File: config.mk
export PLATFORM = sky130hd
export DESIGN_NAME = mod_clkgen
export DESIGN_NICKNAME = d
export VERILOG_FILES = /design/src/rtl/mcg_pkg.sv /design/src/rtl/mcg_rate_div.sv /design/src/rtl/mcg_phase_seq.sv /design/src/rtl/mcg_aux_div.sv /design/src/rtl/mcg_resync.sv /design/src/rtl/mod_clkgen.sv
export SDC_FILE = /design/constraint.sdc
export NUM_CORES = 1
export LEC_CHECK = 0
export ABC_AREA = 1
export BUFFER_PORTS_ARGS = -buffer_cell sky130_fd_sc_hd__clkbuf_2
export CORE_MARGIN = 10
export CORE_UTILIZATION = 45
export DETAILED_ROUTE_END_ITERATION = 12
export GPL_TIMING_DRIVEN = 1
export PLACE_DENSITY = 0.73
export REMOVE_ABC_BUFFERS = 1
export SYNTH_ARGS = -nofsm -noshare
export SYNTH_HDL_FRONTEND = slang
export SYNTH_SLANG_ARGS = --single-unit
File: constraint.sdc
create_clock -name clk -period 2.1 [get_ports clk]
set_clock_uncertainty 0.15 [all_clocks]
set_input_delay 0.42 -clock clk [delete_from_list [all_inputs] [get_ports clk]]
set_output_delay 0.42 -clock clk [all_outputs]
set_load 0.02 [all_outputs]
File: src/rtl/mcg_pkg.sv
package mcg_pkg;

    localparam int SDIV_W_DEF       = 8;
    localparam int SDIV_MIN_DEF     = 4;
    localparam int ADIV_W_DEF       = 4;
    localparam int ADIV_MIN_DEF     = 2;
    localparam int SAMP_PER_SYM_DEF = 4;

    typedef struct packed {
        logic samp;
        logic sym;
        logic bitc;
    } mcg_timing_t;

    // Raise a divider value to its legal floor.
    function automatic int clamp_floor(input int value, input int floor_v);
        return (value < floor_v) ? floor_v : value;
    endfunction

    // Length of the high phase for a divider value m (period m+1).
    function automatic int high_len(input int m);
        return (m + 2) / 2;
    endfunction

endpackage

File: src/rtl/mcg_rate_div.sv
module mcg_rate_div #(
    parameter int W   = mcg_pkg::SDIV_W_DEF,
    parameter int MIN = mcg_pkg::SDIV_MIN_DEF
) (
    input  logic         clk,
    input  logic         rst,
    input  logic         en,
    input  logic         restart,
    input  logic [W-1:0] div,
    output logic         tick
);
    localparam logic [W-1:0] FLOOR = W'(MIN);

    logic [W-1:0] cnt;
    logic [W-1:0] div_eff;

    always_comb div_eff = (div < FLOOR) ? FLOOR : div;

    assign tick = en && (cnt == '0);

    always_ff @(posedge clk) begin
        if (rst) begin
            cnt <= '0;
        end else if (restart || tick) begin
            cnt <= div_eff;
        end else if (en) begin
            cnt <= cnt - 1'b1;
        end
    end
endmodule

File: src/rtl/mcg_phase_seq.sv
module mcg_phase_seq
    import mcg_pkg::*;
#(
    parameter int SPS = mcg_pkg::SAMP_PER_SYM_DEF
) (
    input  logic        clk,
    input  logic        rst,
    input  logic        tick,
    input  logic        restart,
    input  logic        hold_low,
    output mcg_timing_t tim
);
    localparam int QW  = (SPS > 2) ? $clog2(SPS) : 1;
    localparam int TGL = (SPS >= 4) ? SPS / 4 : 1;
    localparam logic [QW-1:0] QLAST = QW'(SPS - 1);
    localparam logic [QW-1:0] QONE  = QW'(1);

    logic [QW-1:0] q;
    logic          tgl_ok;

    always_comb tgl_ok = ((32'(q) % TGL) == 0);

    always_ff @(posedge clk) begin
        if (rst) begin
            q   <= '0;
            tim <= '0;
        end else begin
            tim.samp <= 1'b0;
            tim.sym  <= 1'b0;
            if (restart) begin
                tim.samp <= 1'b1;
                tim.sym  <= 1'b1;
                tim.bitc <= 1'b1;
                q        <= QONE;
            end else if (hold_low) begin
                tim.bitc <= 1'b0;
            end else if (tick) begin
                tim.samp <= 1'b1;
                tim.sym  <= (q == '0);
                if (tgl_ok) begin
                    tim.bitc <= ~tim.bitc;
                end
                q <= (q == QLAST) ? '0 : q + 1'b1;
            end
        end
    end
endmodule

File: src/rtl/mcg_aux_div.sv
module mcg_aux_div #(
    parameter int W   = mcg_pkg::ADIV_W_DEF,
    parameter int MIN = mcg_pkg::ADIV_MIN_DEF
) (
    input  logic         clk,
    input  logic         rst,
    input  logic [W-1:0] div,
    output logic         aux_clk
);
    localparam logic [W-1:0] FLOOR = W'(MIN);

    logic [W-1:0] pos, lim, div_eff, pos_n, lim_n;
    logic [W:0]   hi;
    logic         wrap;

    always_comb begin
        div_eff = (div < FLOOR) ? FLOOR : div;
        wrap    = (pos == lim);
        pos_n   = wrap ? '0 : pos + 1'b1;
        lim_n   = wrap ? div_eff : lim;
        hi      = ({1'b0, lim_n} + (W+1)'(2)) >> 1;
    end

    always_ff @(posedge clk) begin
        if (rst) begin
            pos     <= '0;
            lim     <= div_eff;
            aux_clk <= 1'b1;
        end else begin
            pos     <= pos_n;
            lim     <= lim_n;
            aux_clk <= ({1'b0, pos_n} < hi);
        end
    end
endmodule

File: src/rtl/mcg_resync.sv
module mcg_resync (
    input  logic clk,
    input  logic rst,
    input  logic ext_mode,
    input  logic clk_en,
    input  logic ext_dclk,
    output logic armed,
    output logic restart
);
    logic en_q, d_q, rise, arm_set;

    always_comb begin
        rise    = ext_dclk && !d_q;
        arm_set = ext_mode && clk_en && !en_q;
        restart = armed && clk_en && rise;
    end

    always_ff @(posedge clk) begin
        if (rst) begin
            en_q  <= 1'b0;
            d_q   <= 1'b0;
            armed <= 1'b0;
        end else begin
            en_q <= clk_en;
            d_q  <= ext_dclk;
            if (arm_set) begin
                armed <= 1'b1;
            end else if (restart) begin
                armed <= 1'b0;
            end
        end
    end
endmodule

File: src/rtl/mod_clkgen.sv
module mod_clkgen
    import mcg_pkg::*;
#(
    parameter int SDIV_W       = mcg_pkg::SDIV_W_DEF,
    parameter int SDIV_MIN     = mcg_pkg::SDIV_MIN_DEF,
    parameter int ADIV_W       = mcg_pkg::ADIV_W_DEF,
    parameter int ADIV_MIN     = mcg_pkg::ADIV_MIN_DEF,
    parameter int SAMP_PER_SYM = mcg_pkg::SAMP_PER_SYM_DEF
) (
    input  logic              clk,
    input  logic              rst,
    input  logic              clk_en,
    input  logic              ext_mode,
    input  logic              ext_dclk,
    input  logic [SDIV_W-1:0] samp_div,
    input  logic [ADIV_W-1:0] aux_div,
    output logic              samp_en,
    output logic              sym_en,
    output logic              bit_clk,
    output logic              aux_clk
);
    logic        armed, restart, tick, div_en;
    mcg_timing_t tim;

    assign div_en = clk_en && !armed;

    mcg_resync u_resync (
        .clk      (clk),
        .rst      (rst),
        .ext_mode (ext_mode),
        .clk_en   (clk_en),
        .ext_dclk (ext_dclk),
        .armed    (armed),
        .restart  (restart)
    );

    mcg_rate_div #(.W(SDIV_W), .MIN(SDIV_MIN)) u_rate (
        .clk     (clk),
        .rst     (rst),
        .en      (div_en),
        .restart (restart),
        .div     (samp_div),
        .tick    (tick)
    );

    mcg_phase_seq #(.SPS(SAMP_PER_SYM)) u_phase (
        .clk      (clk),
        .rst      (rst),
        .tick     (tick),
        .restart  (restart),
        .hold_low (armed),
        .tim      (tim)
    );

    mcg_aux_div #(.W(ADIV_W), .MIN(ADIV_MIN)) u_aux (
        .clk     (clk),
        .rst     (rst),
        .div     (aux_div),
        .aux_clk (aux_clk)
    );

    assign samp_en = tim.samp;
    assign sym_en  = tim.sym;
    assign bit_clk = tim.bitc;
endmodule

Yosys cells after proc, flatten, opt, wreduce, memory -nomap -nowiden
Cells that the tools add are included.
- flip-flop bits (word level): 25
- word-level logic and storage cells: 61
- input port bits: 17
- bitwise logic cells: 2
- multiplexer cells: 17
- add/subtract/negate cells: 4
- equal/unequal tests: 3
- reduce and logical (&&, ||, !) cells: 20
- magnitude comparators: 3
- operators with widths (operator ; count):
    8-bit 2-to-1 mux ; 3
    4-bit 2-to-1 mux ; 4
    8-bit zero test ; 1
    8-bit by 3-bit < comparator with 1-bit output, second input constant ; 1
    8-bit by 1-bit subtractor with 8-bit output, second input constant ; 1
    1-bit logical AND ; 7
    1-bit 2-to-1 mux ; 6
    3-bit 2-to-1 mux ; 2
    2-bit nonzero test ; 3
    4-bit by 2-bit adder with 5-bit output, second input constant ; 1
    4-bit by 1-bit adder with 4-bit output, second input constant ; 1
    4-bit == test ; 1
    4-bit by 2-bit < comparator with 1-bit output, second input constant ; 1
    4-bit < comparator ; 1
    2-bit 2-to-1 mux ; 2
    2-bit AND reduction ; 2
    1-bit zero test ; 3
    3-bit nonzero test ; 1
    2-bit by 1-bit adder with 2-bit output, second input constant ; 1
    2-bit == test, second input constant ; 1
    2-bit zero test ; 1
    2-bit by 1-bit != test with 1-bit output, second input constant ; 1
    1-bit NOT ; 2
    2-bit OR reduction ; 1
    1-bit logical OR ; 1

Depth between registers and ports, before layout
Gate-level depths: netlist (run 1).
- depth in word-level cells: 6
- depth in mapped cells: 16
- depth with buffers taken out: 16

Modules after synthesis
Synthesis (run 1) repeated with hierarchy kept, for this count alone.
- cells, all modules: 232
- area, all modules: 1594.0 um2
- by module, submodules not included (module ; area an instance (um2) ; seq. area each (um2) ; instances ; cells each):
    mcg_rate_div ; 634.4 ; 160.2 ; 1 ; 101
    mcg_aux_div ; 603.1 ; 190.2 ; 1 ; 81
    mcg_phase_seq ; 216.5 ; 100.1 ; 1 ; 30
    mcg_resync ; 130.1 ; 60.1 ; 1 ; 18
    mod_clkgen ; 10.0 ; 0.0 ; 1 ; 2

Worst setup path before layout (run 1)
Ideal clock, no wire load.
- path kind: register to register
- start point: reg u_aux.pos[2]
- end point: reg u_aux.aux_clk
- stages on the path, launching flop included: 16
- data required time: 1.832 ns
- arrival: 1.719 ns
- path buffers: 0
- setup slack: 0.113 ns
- library setup time: 0.118 ns
- cell sequence: dfxtp_1 inv_1 nand2_1 nand2_1 nor2_1 nand2_1 inv_2 o21ai_0 ha_1 xnor2_1 ha_1 nand2_1 inv_1 nand2_1 nand2_1 nand2_1
- longest elaborated chain between the ends: 4
- elaborated cells between the ends (all ways): 6
- ends and longest elaborated chain (what ; line ; text):
    start: declaration ; mcg_aux_div.sv:12 ; logic [W-1:0] pos, lim, div_eff, pos_n, lim_n;
    start signal: assignment ; mcg_aux_div.sv:30 ; pos <= pos_n;
    4-bit == test ; mcg_aux_div.sv:18 ; wrap = (pos == lim);
    4-bit 2-to-1 mux ; mcg_aux_div.sv:20 ; lim_n = wrap ? div_eff : lim;
    4-bit by 2-bit adder with 5-bit output ; mcg_aux_div.sv:21 ; hi = ({1'b0, lim_n} + (W+1)'(2)) >> 1;
    4-bit < comparator * ; mcg_aux_div.sv:32 ; aux_clk <= ({1'b0, pos_n} < hi);
    end signal: assignment ; mcg_aux_div.sv:32 ;
    end: declaration ; mcg_aux_div.sv:8 ; output logic aux_clk
Mark *: on every way between the ends. The rest lies on a longest branch, timed or not.
A chain may end at the register's enable or synchronous reset.

Worst setup path in the final report (run 1)
- start point: reg u_aux.lim[2]
- end point: reg u_aux.aux_clk
- longest elaborated chain between the ends: 4
- elaborated cells between the ends (all ways): 5
- ends and longest elaborated chain (what ; line ; text):
    start: declaration ; mcg_aux_div.sv:12 ;
    start signal: assignment ; mcg_aux_div.sv:27 ; lim <= div_eff;
    start signal: assignment ; mcg_aux_div.sv:31 ; lim <= lim_n;
    4-bit == test ; mcg_aux_div.sv:18 ;
    4-bit 2-to-1 mux ; mcg_aux_div.sv:20 ;
    4-bit by 2-bit adder with 5-bit output ; mcg_aux_div.sv:21 ;
    4-bit < comparator * ; mcg_aux_div.sv:32 ;
Marked as above.

==> results.md, run 1 <==
- Max Slew Vio Count: 0
- GR Layer Usage met2: 16.8%
- Cell depth of the worst setup path: 15
- Count of different cell masters after synthesis: 28
- CP arrival: 2.08 ns
- First-pass GRT wire length: 5.11 mm
- Grt total ovfl: 0
- R2R depth: 15
- Most frequent CP cell: nand2_1
- IO Port Bufs: 20
- Total GRT Usage: 10.1%
- Longest Clk Path Bufs: 2
- Starting Density: 46.8%
- Min-delay worst type: in -> reg
- Sequential share of the synthesized area: 35.7%
- Area grow syn2layout: 21.3%
- Leakage: 0.858 nW
- Die Ht: 76.4 µm
- Worst vdd ir: 0.000660 V
- Row count: 20
- Slew @ Worst Pin: 0.255 ns
- Critical path's top delay family: simple AND/OR/NAND/NOR gates
- Most frequent cells in the layout: nand2_1, inv_1, nor2_1
- CP required: 2.18 ns
- Die Width: 76.4 µm
- Vias in the first global route: 1219
- R2R Setup Slk: 0.1 ns
- PD cells: 1090 nW/µm²
- Global routing's busiest layer: met2
- Crit path launch: u_aux.lim[2]
- Max-cap violations: 0
- Status: finished, final reports clean
- Hold Crit Depth: 3
- Largest net degree at the start of global routing: 14
- Synthesized cell area: 1430 µm²
- Clock latency at the later pin of the worst-skew pair: 0.32 ns
- Crit path cell chain: inv_1 -> nand2_1 -> nand2_1 -> nor2_2 -> nand2_2 -> inv_4 -> o21ai_4 -> ha_4 -> xnor2_1 -> ha_1 -> nand2_1 -> inv_1 -> nand2_1 -> nand2_1 -> nand2_1
- Fin crit period: 2.00 ns
- Critical path class: reg -> reg
- Crit path to: u_aux.aux_clk
- FF+latch count, synth: 25
- Commonest non-fill, non-tap cell in the layout: nand2_1
- Num CTS Buffers: 3
- Final period utilization: 95.3%
- Final nets: 260
- CTS H-tree lvls: 1
- Slowest stage cell, crit path: dfxtp_1
- Drt wl/cell: 11.1 µm
- GR Util met3: 4.01%
- Final hold vios: 0
- Die area: 5830 µm²
- CP startpoint kind: register
- EDFF count, synth: 1
- Root Buffer: clkbuf_4
- Crit Reg-Reg Startpoint: u_aux.lim[2]
- Most used DFF post-synth: dfxtp_1
- Vias: 1298
- ANT cells: 0
- Worst Path Max Fanout: 5
- Async SR Flop Fraction: 0%
- Synth warnings: 0
- Worst setup EP type: register
- Post-Synthesis Cells: 205
- Initial antenna violation count: 0
- Antenna violation net count after detailed routing: 0
- Met1 global-route usage: 11.7%
- CTS tree: yes
- Initial drt markers: 82
- HPWL after detailed placement: 2.26 mm
- Total Neg Setup Slack: 0 ns
- Share of layout cells above drive strength 1: 27.0%
- Final wirelength: 3.07 mm
- FF-to-FF End: u_aux.aux_clk
- Largest cells by area after synthesis: dfxtp_1, nand2_1, inv_1
- Post-route DRC: 0
- Worst path buffer plus inverter count: 3
- Fmax: 0.500 GHz
- Core ar.: 3050 µm²
- Post-Syn Area per Cell: 6.97 µm²
- WHS: 0.153 ns
- Detailed Routing Iterations Pass 1: 4
- Finish-stage setup viols: 0
- Slowest stage delay, CP: 0.36 ns
- Total clock sinks: 25
- Synth top area share: 33.6%
- CTS clk-pin slew, worst paths: 0.14 ns
- Via density: 4.69
- Top-Level Pins: 21
- Worst slew margin: 82.9%
- Routability-driven placement congestion ratio: 0.838
- Area leader, netlist: dfxtp_1
## cells in the mapped netlist, drive strengths merged (2+ instances only)
cell type / count
nor2: 29
ha: 9
nand2: 52
nand4: 3
xnor2: 2
nand3: 12
o21ai: 13
xor2: 4
nor3: 2
o21a: 2
a21oi: 9
dfxtp: 24
inv: 37
buf: 2
## worst reg2reg max path: stages (launching register included)
cell and delay (ns):
dfxtp_1 0.36, inv_1 0.09, nand2_1 0.07, nand2_1 0.06, nor2_2 0.11, nand2_2 0.10, inv_4 0.11, o21ai_4 0.08
ha_4 0.16, xnor2_1 0.12, ha_1 0.29, nand2_1 0.05, inv_1 0.05, nand2_1 0.04, nand2_1 0.05, nand2_1 0.04
## flip-flops by register name, summed over array words and instances (netlist names)
signal          flops
u_resync.d_q        1
u_resync.en_q       1
u_rate.cnt          8
u_phase.tim         3
u_aux.pos           4
u_resync.armed      1
u_phase.q           2
u_aux.aux_clk       1
u_aux.lim           4
## power by group
part / total, mW / leakage, nW / internal (mW) / switching (mW)
clock network: 0.221 / 0.0150 / 0.0744 / 0.147
registers: 0.697 / 0.210 / 0.607 / 0.0903
logic: 0.976 / 0.633 / 0.398 / 0.578
## metal layers
layer / wire (µm) / up-vias / share of wire [%]
met5: 0 / - / 0
met4: 19 / 0 / 0.62
met3: 191 / 2 / 6.2
met2: 1490 / 28 / 49
met1: 1370 / 571 / 45
li1: - / 697 / -
## what timing repair did
| item | CTS | global route |
|---|---|---|
| gates resized for setup | 4 | 22 |
| setup buffers | 0 | 5 |
| hold buffers | 0 | 0 |
| endpoints found under the setup margin | 1 | 1 |
| pin swaps | 0 | 12 |
| endpoints found under the hold margin | 0 | 0 |
## logic make-up after synthesis
| logic type | Yosys count | synth area share [%] |
|---|---|---|
| flip-flops | 25 | 35.7 |
| AND/OR/NAND/NOR | 99 | 31.1 |
| adder cells (fa/ha/maj) | 9 | 7.88 |
| buffers and inverters | 39 | 10.9 |
| AO/OA/AOI/OAI | 27 | 10.8 |
| XOR/XNOR | 6 | 3.68 |
## area by class of cell
class | instances | area, µm²
tap | 44 | 55.1
inverter | 37 | 141
fill | 300 | 1320
clock buffer | 4 | 26.3
multi-input combinational | 141 | 845
timing repair buffer | 26 | 145
sequential | 25 | 520
## worst min-delay path by stage
stage | from | end | slack, ns
after global placement | u_phase.q[1] | u_phase.q[1] | 0.32
final | ext_dclk | u_resync.d_q | 0.15
after detailed placement | u_phase.q[1] | u_phase.q[1] | 0.33
after CTS | ext_dclk | u_resync.d_q | 0.15
after floorplan | u_phase.q[1] | u_phase.q[1] | 0.30
after global routing | ext_dclk | u_resync.d_q | 0.14
## through the flow
| step | total power, mW | utilization [%] | instance area (µm²) | setup slack [ns] | cells |
|---|---|---|---|---|---|
| after floorplan | 1.37 | - | 1410 | 0.113 | 203 |
| after global placement | 1.54 | 51.6 | 1580 | 0.0106 | 268 |
| after detailed placement | 1.55 | 51.6 | 1580 | -0.0235 | 268 |
| after CTS | 1.78 | 52.6 | 1610 | 0.0107 | 272 |
| after global routing | 2.10 | 56.8 | 1730 | -0.0206 | 277 |
| final | 1.89 | 56.8 | 1730 | 0.0983 | 277 |
No activity file was read; power rests on OpenSTA's default activity.
==> inputs of run 2 (changes only) <==
--- a/config.mk
+++ b/config.mk
@@ -9,10 +9,12 @@
 export BUFFER_PORTS_ARGS = -buffer_cell sky130_fd_sc_hd__clkbuf_2
 export CORE_MARGIN = 10
 export CORE_UTILIZATION = 45
+export CTS_BUF_LIST = sky130_fd_sc_hd__clkbuf_8
 export DETAILED_ROUTE_END_ITERATION = 12
 export GPL_TIMING_DRIVEN = 1
-export PLACE_DENSITY = 0.73
+export PLACE_DENSITY = 0.72
 export REMOVE_ABC_BUFFERS = 1
 export SYNTH_ARGS = -nofsm -noshare
 export SYNTH_HDL_FRONTEND = slang
+export SYNTH_HIERARCHICAL = 1
 export SYNTH_SLANG_ARGS = --single-unit
==> run 2 against run 1 <==
  * Flip-flop and latch count unchanged
  * Critical path type unchanged
  * Total power increased by 9.2%
  * Synthesized cell count increased by 13%
  * Fmax decreased by 1.5%
  * Combinational power increased by 9.6%
  * Critical endpoint is now u_aux/aux_clk
  * Sequential share of layout area decreased by 2.0 points
  * Die area increased by 8.5%
  * Utilization decreased by 2.1 points
  * Worst hold slack improved by 0.044 ns
==> results.md, run 2 <==
- Status: finished, final reports clean
- Switch share: 43.0% (about the same)
- Slew @ Worst Pin: 0.255 ns (-0.0000165 ns)
- Top Registers: u_rate/cnt (8), u_aux/lim (4), u_aux/pos (4)
- Synth warnings: 6 (+6)
- Dpl cell area: 1760 µm² (+12%)
- IO Port Bufs: 20 (unchanged)
- CP arrival: 2.05 ns (-0.03 ns)
- Sequential share of the synthesized area: 32.0% (-3.7 points)
- Final wirelength: 3.12 mm (+1.7%)
- Commonest non-fill, non-tap cell in the layout: nand2_1
- FILL cells: 334 (+11%)
- Worst Path Max Fanout: 7 (+2)
- Dpl ws: 0.0174 ns (+0.0409 ns)
- Hold Path Origin: ext_dclk
- Top post-synthesis cells by count: nand2_1, inv_1, dfxtp_1, nor2_1, nand3_1
- Largest net degree at the start of global routing: 16 (+2)
- Logic gate share of total power: 51.7% (+0.2 points)
- Max reg flops: 8 (unchanged)
- CTS H-tree lvls: 1 (unchanged)
- PD cells: 1120 nW/µm² (+2.1%)
- Biggest register: u_rate/cnt
- Leakage: 0.936 nW (+9.1%)
- Clock latency at the later pin of the worst-skew pair: 0.27 ns (-0.05 ns)
- Area grow syn2layout: 16.2%
- Die Width: 79.5 µm (+4.1%)
- Initial antenna violation count: 0 (unchanged)
- Most used DFF post-synth: dfxtp_1
- Worst setup EP type: register
- HPWL after detailed placement: 2.50 mm (+11%)
- Final instance area: 1850 µm² (+6.9%)
- Area leader, netlist: dfxtp_1
- Global routing's busiest layer: met2
- Root Buffer: clkbuf_8
- Net Switching: 890 µW (+9.1%)
- Vias in the first global route: 1323 (+8.5%)
- Area of the multi-input gates: 900 µm² (+6.5%)
- Int Power: 1.18 mW (+9.2%)
- FF+latch count, synth: 25 (unchanged)
- Routability-driven placement congestion ratio: 0.841 (+0.39%)
- Die Ht: 79.5 µm (+4.1%)
- Row count: 21 (+5.0%)
- Longest Clk Path Bufs: 2 (unchanged)
- Worst slew margin: 83.0% (about the same)
- Post-route DRC: 0 (unchanged)
- Core ar.: 3390 µm² (+11%)
- Final period utilization: 96.8% (+1.5 points)
- Worst vdd ir: 0.000593 V (-10%)
- Hold Crit Depth: 3 (unchanged)
- Post-layout power: 2.07 mW (+9.2%)
- Die area: 6320 µm² (+8.5%)
- R2R Setup Slk: 0.07 ns (-0.03 ns)
- FF-to-FF End: u_aux/aux_clk
- Finish-stage setup viols: 0 (unchanged)
- EDFF count, synth: 1 (unchanged)
- Crit Reg-Reg Startpoint: u_aux/lim[0]
- Top-Level Pins: 21 (unchanged)
- Synthesized cell area: 1590 µm² (+12%)
- Detailed Routing Iterations Pass 1: 4 (unchanged)
- Initial drt markers: 71 (-13%)
- Hold EP: u_resync/d_q
- Num CTS Buffers: 3 (unchanged)
- Total clock sinks: 25 (unchanged)
- Max-cap violations: 0 (unchanged)
- CTS tree: yes
- Clk pwr share: 13.9% (+2.2 points)
- Max Slew Vio Count: 0 (unchanged)
- GR Layer Usage met2: 18.0% (+1.3 points)
- Total GRT Usage: 10.6% (+0.51 points)
- Hold_buf cts: 0 (unchanged)
- Synth top area share: 30.1% (-3.5 points)
- Async SR Flop Fraction: 0% (unchanged)
- Largest cells by area after synthesis: dfxtp_1, nand2_1, inv_1
- GR Util met3: 3.27% (-0.74 points)
- Antenna violation net count after detailed routing: 0 (unchanged)
- R2R depth: 15 (unchanged)
- CP required: 2.11 ns (-0.07 ns)
- Register area: 519 µm² (-0.24%)
- Drt wl/cell: 10.1 µm (-8.5%)
- Final hold vios: 0 (unchanged)
- CP startpoint kind: register
- Reg power frac: 34.4% (-2.4 points)
- Most frequent cell after synthesis: nand2_1
- CTS clk-pin slew, worst paths: 0.09 ns (-0.05 ns)
- Vias: 1422 (+9.6%)
- Count of different cell masters after synthesis: 28 (unchanged)
- Fmax: 0.492 GHz (-1.5%)
- Grt total ovfl: 0 (unchanged)
- Total Neg Setup Slack: 0 ns (unchanged)
- Starting Density: 47.0% (+0.23 points)
- Post-Syn Area per Cell: 6.87 µm² (-1.4%)
- Most frequent cells in the layout: nand2_1, inv_1, nor2_1
- RSZ-0062 raised after global routing: yes
- First-pass GRT wire length: 5.54 mm (+8.4%)
- Fin crit period: 2.03 ns (+0.0314 ns)
- ANT cells: 0 (unchanged)
- Post-Synthesis Cells: 232 (+13%)
- Critical path class: reg -> reg
- Met1 global-route usage: 12.3% (+0.64 points)
- Min-delay worst type: in -> reg
- Final nets: 288 (+11%)
- Share of layout cells above drive strength 1: 26.7% (-0.32 points)
- Final WS setup: 0.0670 ns (-0.0314 ns)
- Via density: 4.62 (-1.5%)
[run 2: power groups by stage]
| stage | clock (mW) | combinational (mW) | sequential [mW] |
|---|---|---|---|
| 2_1_floorplan | 0 | 0.830 | 0.724 |
| 3_3_place_gp | 0 | 1.04 | 0.717 |
| 3_5_place_dp | 0 | 1.05 | 0.716 |
| 4_1_cts | 0.305 | 1.05 | 0.707 |
| 5_1_grt | 0.322 | 1.24 | 0.731 |
| 6_report | 0.287 | 1.07 | 0.712 |
[run 2: timing repair]
item / 4_1_cts / 5_1_grt
buffers inserted: 0 / 4
setup endpoints to repair: 0 / 1
gates resized for setup: 0 / 10
[run 2: through the flow]
step                      instances  hold slack [ns]  utilization, %
after global routing            308            0.223            54.7
after floorplan                 230            0.286               -
after detailed placement        300            0.310            51.9
after CTS                       304            0.186            53.3
final                           308            0.197            54.7
after global placement          300            0.300            51.9
[run 2: worst max path at each step]
stage	slack, ns	endpoint	start	depth (start not counted)
after floorplan	0.11	u_aux/aux_clk	u_aux/lim[0]	15
after global placement	0.03	u_aux/aux_clk	aux_div[2]	13
after detailed placement	0.02	u_aux/aux_clk	u_aux/lim[3]	15
after CTS	0.005	u_aux/aux_clk	u_aux/lim[3]	15
after global routing	-0.09	u_aux/aux_clk	u_aux/lim[0]	15
final	0.07	u_aux/aux_clk	u_aux/lim[0]	15
[run 2: cell families (layout without fill, tap and decap cells)]
| family | Yosys count | after routing | synth area share [%] |
|---|---|---|---|
| fa+ha+maj | 8 | 8 | 6.28 |
| xor+xnor | 7 | 7 | 3.85 |
| simple gates | 126 | 126 | 37.8 |
| buf+inv | 45 | 75 | 11.9 |
| compound gates | 21 | 21 | 8.24 |
| flops | 25 | 25 | 32.0 |
[run 2: cell type report]
type | instances | share of cell area, %
Clock buffer | 3 | 2.23
Sequential cell | 25 | 28.0
Multi-Input combinational cell | 162 | 48.5
Inverter | 43 | 9.12
Clock inverter | 1 | 0.338
Timing Repair Buffer | 28 | 8.64
Tap cell | 46 | 3.11
[run 2: worst max-delay path, cell delays in order (launching register included)]
cell	delay, ns
edfxtp_1	0.39
inv_1	0.07
nand2_1	0.05
nand2_2	0.08
nor2_4	0.04
nand2_4	0.09
inv_8	0.05
o21a_1	0.19
ha_1	0.27
inv_1	0.04
ha_1	0.26
nand3_1	0.06
nand2_1	0.06
nand2_1	0.05
nand2_1	0.04
nand2_1	0.04
[run 2: routing by layer]
metal  share of wire [%]  up-vias  routed length, µm
li1                    -      775                  -
met1                  48      624               1510
met2                  46       19               1450
met3                 4.3        4                135
met4                0.86        0                 27
met5                   0        -                  0
